`src/rtl/rqdiv_pkg.sv`:
```
package rqdiv_pkg;
  typedef enum logic {
    ST_IDLE = 1'b0,
    ST_RUN  = 1'b1
  } run_state_e;
endpackage

```
`src/rtl/rqdiv_magnitude.sv`:
```
// Converts an operand to its magnitude when signed mode is active.
module rqdiv_magnitude #(
  parameter int WIDTH          = 8,
  parameter bit SIGNED_SUPPORT = 1'b1
) (
  input  logic [WIDTH-1:0] value,
  input  logic             signed_en,
  output logic [WIDTH-1:0] magnitude,
  output logic             negative
);
  generate
    if (SIGNED_SUPPORT) begin : g_signed
      assign negative  = signed_en & value[WIDTH-1];
      assign magnitude = negative ? (~value + 1'b1) : value;
    end else begin : g_unsigned
      logic unused_mode;
      assign unused_mode = signed_en;
      assign negative    = 1'b0;
      assign magnitude   = value;
    end
  endgenerate
endmodule

```
`src/rtl/rqdiv_sign_fix.sv`:
```
// Applies result signs after the magnitude division.
module rqdiv_sign_fix #(
  parameter int WIDTH = 8
) (
  input  logic [WIDTH-1:0] quo_mag,
  input  logic [WIDTH-1:0] rem_mag,
  input  logic             neg_quo,
  input  logic             neg_rem,
  input  logic             zero_div,
  output logic [WIDTH-1:0] quotient,
  output logic [WIDTH-1:0] remainder
);
  always_comb begin
    // a zero divisor keeps the all-ones quotient whatever the signs
    if (neg_quo && !zero_div) quotient = ~quo_mag + 1'b1;
    else                      quotient = quo_mag;
    if (neg_rem)              remainder = ~rem_mag + 1'b1;
    else                      remainder = rem_mag;
  end
endmodule

```
`src/rtl/rqdiv_core.sv`:
```
// Unsigned restoring divider; remainder and quotient share one register.
module rqdiv_core
  import rqdiv_pkg::*;
#(
  parameter int WIDTH = 8
) (
  input  logic             clk,
  input  logic             rst_n,
  input  logic             start,
  input  logic [WIDTH-1:0] dividend,
  input  logic [WIDTH-1:0] divisor,
  output logic             accept,
  output logic             busy,
  output logic             done,
  output logic [WIDTH-1:0] quo,
  output logic [WIDTH-1:0] rem,
  output logic             zero_div
);
  localparam int RW = 2 * WIDTH + 1;       // guard bit + remainder field + quotient field
  localparam int HW = WIDTH + 1;           // upper (remainder) field width
  localparam int DW = WIDTH + 2;           // trial subtraction width
  localparam int CW = $clog2(WIDTH + 1);
  localparam logic [CW-1:0] STEPS = CW'(WIDTH);

  run_state_e       state_q, state_d;
  logic [CW-1:0]    cnt_q, cnt_d;
  logic [RW-1:0]    rq_q, rq_d;
  logic [WIDTH-1:0] dvs_q, dvs_d;
  logic             dbz_q, dbz_d;
  logic             done_q, done_d;

  logic [HW-1:0]    upper;
  logic [WIDTH-1:0] lower;
  logic [DW-1:0]    diff;
  logic             negative;
  logic             last_step;

  assign upper     = rq_q[RW-1:WIDTH];
  assign lower     = rq_q[WIDTH-1:0];
  assign diff      = {1'b0, upper} - {2'b00, dvs_q};
  assign negative  = diff[DW-1];
  assign busy      = (state_q == ST_RUN);
  assign accept    = start && !busy;
  assign last_step = (cnt_q == CW'(1));

  // next-state logic
  always_comb begin
    state_d = state_q;
    cnt_d   = cnt_q;
    rq_d    = rq_q;
    dvs_d   = dvs_q;
    dbz_d   = dbz_q;
    done_d  = 1'b0;
    if (accept) begin
      state_d = ST_RUN;
      cnt_d   = STEPS;
      rq_d    = {{WIDTH{1'b0}}, dividend, 1'b0};   // load, then first left shift
      dvs_d   = divisor;
      dbz_d   = (divisor == '0);
    end else if (busy) begin
      if (negative) rq_d = {rq_q[RW-2:0], 1'b0};                 // restore: keep old field
      else          rq_d = {diff[WIDTH-1:0], lower, 1'b1};       // keep difference
      cnt_d = cnt_q - 1'b1;
      if (last_step) begin
        state_d = ST_IDLE;
        done_d  = 1'b1;
      end
    end
  end

  // registers
  always_ff @(posedge clk or negedge rst_n) begin
    if (!rst_n) begin
      state_q <= ST_IDLE;
      cnt_q   <= '0;
      rq_q    <= '0;
      dvs_q   <= '0;
      dbz_q   <= 1'b0;
      done_q  <= 1'b0;
    end else begin
      state_q <= state_d;
      cnt_q   <= cnt_d;
      rq_q    <= rq_d;
      dvs_q   <= dvs_d;
      dbz_q   <= dbz_d;
      done_q  <= done_d;
    end
  end

  // final correction: upper field shifted back right by one
  assign quo      = lower;
  assign rem      = upper[HW-1:1];
  assign done     = done_q;
  assign zero_div = dbz_q;

  // run-length counter for the latency check
  logic [CW:0] chk_len;
  always_ff @(posedge clk or negedge rst_n) begin
    if (!rst_n)      chk_len <= '0;
    else if (accept) chk_len <= '0;
    else if (busy)   chk_len <= chk_len + 1'b1;
  end

  assert_busy_after_start_R2: assert property (@(posedge clk) disable iff (!rst_n)
    accept |=> busy);
  assert_done_single_R3: assert property (@(posedge clk) disable iff (!rst_n)
    done |=> !done);
  assert_busy_ends_with_done_R3: assert property (@(posedge clk) disable iff (!rst_n)
    $fell(busy) |-> done);
  assert_latency_R3: assert property (@(posedge clk) disable iff (!rst_n)
    done |-> (chk_len == (CW+1)'(WIDTH)));
  assert_diff_fits_R4: assert property (@(posedge clk) disable iff (!rst_n)
    (busy && !negative) |-> !diff[WIDTH]);
  assert_rem_below_divisor_R4: assert property (@(posedge clk) disable iff (!rst_n)
    (done && !zero_div) |-> (rem < dvs_q));
  assert_ignore_start_R5: assert property (@(posedge clk) disable iff (!rst_n)
    (busy && start) |=> $stable(dvs_q));
  assert_zero_div_ones_R6: assert property (@(posedge clk) disable iff (!rst_n)
    (done && zero_div) |-> (&quo));
endmodule

```
`src/rtl/restoring_divider.sv`:
```
module restoring_divider
  import rqdiv_pkg::*;
#(
  parameter int WIDTH          = 8,
  parameter bit SIGNED_SUPPORT = 1'b1
) (
  input  logic             clk,
  input  logic             rst_n,
  input  logic             start,
  input  logic             signed_op,
  input  logic [WIDTH-1:0] dividend,
  input  logic [WIDTH-1:0] divisor,
  output logic             busy,
  output logic             done,
  output logic [WIDTH-1:0] quotient,
  output logic [WIDTH-1:0] remainder,
  output logic             div_by_zero
);
  // reset: asserted at once, released on the clock
  logic [1:0] rst_sync_q;
  logic       rst_sync_n;
  always_ff @(posedge clk or negedge rst_n) begin
    if (!rst_n) rst_sync_q <= 2'b00;
    else        rst_sync_q <= {rst_sync_q[0], 1'b1};
  end
  assign rst_sync_n = rst_sync_q[1];

  logic [WIDTH-1:0] dvd_mag, dvs_mag, quo_mag, rem_mag;
  logic             dvd_neg, dvs_neg, accept;
  logic             neg_quo_q, neg_quo_d, neg_rem_q, neg_rem_d;

  rqdiv_magnitude #(.WIDTH(WIDTH), .SIGNED_SUPPORT(SIGNED_SUPPORT)) i_mag_dvd (
    .value(dividend), .signed_en(signed_op), .magnitude(dvd_mag), .negative(dvd_neg));
  rqdiv_magnitude #(.WIDTH(WIDTH), .SIGNED_SUPPORT(SIGNED_SUPPORT)) i_mag_dvs (
    .value(divisor), .signed_en(signed_op), .magnitude(dvs_mag), .negative(dvs_neg));

  rqdiv_core #(.WIDTH(WIDTH)) i_core (
    .clk(clk), .rst_n(rst_sync_n), .start(start),
    .dividend(dvd_mag), .divisor(dvs_mag),
    .accept(accept), .busy(busy), .done(done),
    .quo(quo_mag), .rem(rem_mag), .zero_div(div_by_zero));

  // sign flags captured with the operands
  always_comb begin
    neg_quo_d = neg_quo_q;
    neg_rem_d = neg_rem_q;
    if (accept) begin
      neg_quo_d = dvd_neg ^ dvs_neg;
      neg_rem_d = dvd_neg;
    end
  end

  always_ff @(posedge clk or negedge rst_sync_n) begin
    if (!rst_sync_n) begin
      neg_quo_q <= 1'b0;
      neg_rem_q <= 1'b0;
    end else begin
      neg_quo_q <= neg_quo_d;
      neg_rem_q <= neg_rem_d;
    end
  end

  rqdiv_sign_fix #(.WIDTH(WIDTH)) i_fix (
    .quo_mag(quo_mag), .rem_mag(rem_mag),
    .neg_quo(neg_quo_q), .neg_rem(neg_rem_q), .zero_div(div_by_zero),
    .quotient(quotient), .remainder(remainder));

  assert_quo_sign_R7: assert property (@(posedge clk) disable iff (!rst_sync_n)
    (done && neg_quo_q && !div_by_zero && (quotient != '0)) |-> quotient[WIDTH-1]);
  assert_rem_sign_R8: assert property (@(posedge clk) disable iff (!rst_sync_n)
    (done && neg_rem_q && (remainder != '0)) |-> remainder[WIDTH-1]);
  assert_results_held_R9: assert property (@(posedge clk) disable iff (!rst_sync_n)
    (!busy && !$past(busy) && !$past(accept)) |-> ($stable(quotient) && $stable(remainder) && $stable(div_by_zero)));
endmodule

```
`config.mk`:
```
export PLATFORM = sky130hd
export DESIGN_NAME = restoring_divider
export DESIGN_NICKNAME = d
export VERILOG_FILES = /design/src/rtl/rqdiv_pkg.sv /design/src/rtl/rqdiv_magnitude.sv /design/src/rtl/rqdiv_sign_fix.sv /design/src/rtl/rqdiv_core.sv /design/src/rtl/restoring_divider.sv
export SDC_FILE = /design/constraint.sdc
export NUM_CORES = 1
export LEC_CHECK = 0
export BUFFER_PORTS_ARGS = -buffer_cell sky130_fd_sc_hd__buf_2
export CORE_ASPECT_RATIO = 2
export CORE_MARGIN = 1
export CORE_UTILIZATION = 45
export DETAILED_ROUTE_END_ITERATION = 6
export HOLD_SLACK_MARGIN = 0.1
export PLACE_DENSITY = 0.73
export SYNTH_ARGS = -nofsm -noshare
export SYNTH_HDL_FRONTEND = slang
export SYNTH_HIERARCHICAL = 1
export SYNTH_SLANG_ARGS = --single-unit
```
`constraint.sdc`:
```
create_clock -name clk -period 1.1 [get_ports clk]
set_input_delay 0.055 -clock clk [delete_from_list [all_inputs] [get_ports clk]]
set_output_delay 0.055 -clock clk [all_outputs]
set_load 0.02 [all_outputs]
```
==> run metrics <==
WL/cell=15.8 microns; failing checks=negative setup slack; vias after detailed routing=2553; Most used DFF post-synth=dfrtp_1; die height=around 110 microns; crit path time final=2.01 ns; register area share after synthesis=approximately 34%; initial drt markers=a little over 70; initial cell density of the core=46.4%; RSZ-0062 raised after global routing=yes; vias in the first global route=around 2.6k; Setup crit start kind=register; xor and xnor area share after synthesis=under 10%; synth warn=6; Async S/R FF share, synth=100%; Port Buffers=38; Post-Syn Area=around 2600 sq um; DP Worst Slack=-0.820 ns; Bufs and invs on worst path=2; worst hold path cell count=3; cell mode on critical path=inv_2; Synth Area in Compound Gates=17.7%; worst path arrival time=~2.2 ns; clk_skew=~0.0039 ns; WL final=7590 microns; Final Max Slew Viols=0; Worst setup EP type=register; area used by multi-input combinational logic=2030 sq um; n_diodes=0; Synth cell types=45; GR Util All Layers=around a quarter; Post-Synth Adder-Cell Area=7.38%; Seq cells post-synth=36; Synth Instances=301; FF-to-FF setup slack=-0.91 ns; outcome=finished, violations left; CTS Buf Count=5; hold crit path type=in -> reg; Final WS setup=-0.913 ns; antenna violations before repair=0; reg2reg end=i_core/rq_q[15]; CP Cell Sequence=inv_2, ha_4, inv_2, fa_2, a211oi_2, o21bai_1, a21oi_2, xor2_1, o31ai_1; Core Region=5710 sq um; Slowest Stage Delay on Critical Path=about 0.40 ns; MaxCap Viol Count=0; WS Path Type=reg -> reg; Setup Viol. Count Final=33; HPWL after DPL=5150 microns; antenna-violating nets left=0; Hold Startpoint=start; fill count=341; Sink Count=36; post-synthesis mux area share=under 10%; slowest CP cell=dfrtp_1; launching point of the worst reg2reg path=i_core/rq_q[8]; main combinational cell family by area after synthesis=compound AO/OA/AOI/OAI gates; Hold EP=i_core/cnt_q[3]; top cells by area, synth=dfrtp_1 (34%), ha_1 (6.6%), xor2_1 (6.3%); fin nets=453; GP Congestion=0.879; Final period util=183%; Fmax achieved=497 MHz; # DRC=0; share of layout cells above drive strength 1=a little under three fifths; Mapped Avg Cell Area=roughly 8.8 sq um; Die X=between 50 and 60 microns; final hold viol count=0; crit path max fanout=2; largest net degree at the start of global routing=24; vias per inst=between 5 and 6; clock tree root buffer cell=clkbuf_16; die area=6210 sq um; row count=39; Worst EP required=1.29 ns; CP top delay family=compound AO/OA/AOI/OAI gates; first-pass GRT wire length=11800 microns; H-tree depth=2; worst r2r path cells=9; I/O Pins=39; global route overflow=0; share of the synthesized area in the top cell type=around a third; clock-pin slew on the worst setup and hold paths=0.06 ns; Mapped Nets=336; Max clock buf depth=2; Post-Synth Simple-Gate Area=14.2%; Synth area leader=dfrtp_1; Clk Latency, worst-skew pair=0.28 ns; synthesis-to-layout area growth=65.1%; drt pass-1 iters=4; CTS tree=built; sequential cell area=906 sq um; Post-synth EDFFs=0
-- routing by layer --
| layer | wire, microns | part of all wire [%] | vias up | global-route usage (%) |
|---|---|---|---|---|
| li1 | - | - | 1232 | - |
| met1 | 2620 | 35 | 1248 | 24.1 |
| met2 | 4650 | 61 | 60 | 48.3 |
| met3 | 158 | 2.1 | 13 | 3.40 |
| met4 | 161 | 2.1 | 0 | 9.59 |
| met5 | 0 | 0 | - | 0 |
-- Yosys cell counts, types with 2 or more instances --
master,count
dfrtp_1,36
nand2_1,29
inv_1,27
nor2_1,21
buf_4,20
xor2_1,19
o21ai_0,18
ha_1,14
a21oi_1,12
o21ai_1,11
xnor2_1,11
mux2i_1,10
nor3_1,10
a32oi_1,5
buf_2,5
nand3_1,5
o31ai_1,4
a21boi_0,3
a31oi_1,3
clkbuf_1,3
nand2b_1,3
nor4_1,3
a21boi_1,2
a21oi_4,2
mux2_2,2
nand3b_1,2
nor4_2,2
o21bai_1,2
-- worst register-to-register path, stage by stage (launching register included) --
cell and delay (ns):
dfrtp_1 0.40, inv_2 0.07, ha_4 0.12, inv_2 0.03, fa_2 0.36, a211oi_2 0.34, o21bai_1 0.14, a21oi_2 0.15
xor2_1 0.08, o31ai_1 0.22
-- cell usage in the layout, fill, tap and decap left out, drive strengths merged, types with 3 or more instances in the layout --
cell type,netlist,final
buf,27,136
dfrtp,36,36
nand2,30,30
o21ai,29,29
inv,27,27
nor2,21,21
xor2,19,19
a21oi,15,16
ha,14,14
nor3,11,11
xnor2,11,11
mux2i,10,10
clkbuf,3,7
a32oi,5,5
nand3,5,5
nor4,5,5
a21boi,5,5
o31ai,4,4
mux2,3,3
a31oi,3,3
nand2b,3,3
-- what timing repair did --
item	CTS	global route
setup endpoints to repair	33	37
hold buffers	2	0
pin swaps	31	29
gates resized for setup	60	45
setup buffers	10	8
gates cloned	1	1
endpoints found under the hold margin	2	0
-- registers in the layout, summed over array words and instances (netlist names) --
name	count
rst_sync_q	2
i_core/cnt_q	4
neg_rem_q	1
i_core/zero_div	1
i_core/done	1
i_core/busy	1
neg_quo_q	1
i_core/rq_q	17
i_core/dvs_q	8
-- cells by family after synthesis --
kind of cell | count (synthesis)
other cells | 1
mux | 13
flops | 36
compound gates | 70
xor+xnor | 30
fa+ha+maj | 15
buf+inv | 57
simple gates | 79
-- metrics by stage --
| step | cells | cell area, sq um | hold WS (ns) | util (%) | setup TNS, ns |
|---|---|---|---|---|---|
| 2_1_floorplan | 301 | 2990 | -0.241 | - | -6.48 |
| 3_3_place_gp | 452 | 3630 | -0.160 | 63.5 | -8.52 |
| 3_5_place_dp | 452 | 3630 | -0.159 | 63.5 | -9.51 |
| 4_1_cts | 472 | 4120 | 0.115 | 72.1 | -12.92 |
| 5_1_grt | 480 | 4370 | 0.147 | 76.5 | -15.14 |
| 6_report | 480 | 4370 | 0.139 | 76.5 | -13.49 |
-- worst max-delay path by stage --
stage	depth (start not counted)	endpoint	start
after floorplan	9	i_core/rq_q[15]	i_core/rq_q[8]
after CTS	9	i_core/rq_q[15]	i_core/rq_q[8]
after global placement	9	i_core/rq_q[15]	i_core/rq_q[8]
final	9	i_core/rq_q[15]	i_core/rq_q[8]
after detailed placement	9	i_core/rq_q[15]	i_core/rq_q[8]
after global routing	9	i_core/rq_q[15]	i_core/rq_q[8]
-- layout make-up --
cell class              instances  area share [%]
clock buffers                   6            3.18
clock inverters                 2           0.229
inverters                      27            2.38
multi-input cells             209            46.4
flip-flops and latches         36            20.7
well taps                      61            1.75
repair buffers                139            25.4
Power is not shown: default switching activity piles up to over one toggle a cycle in this logic, so the estimate is an artifact.
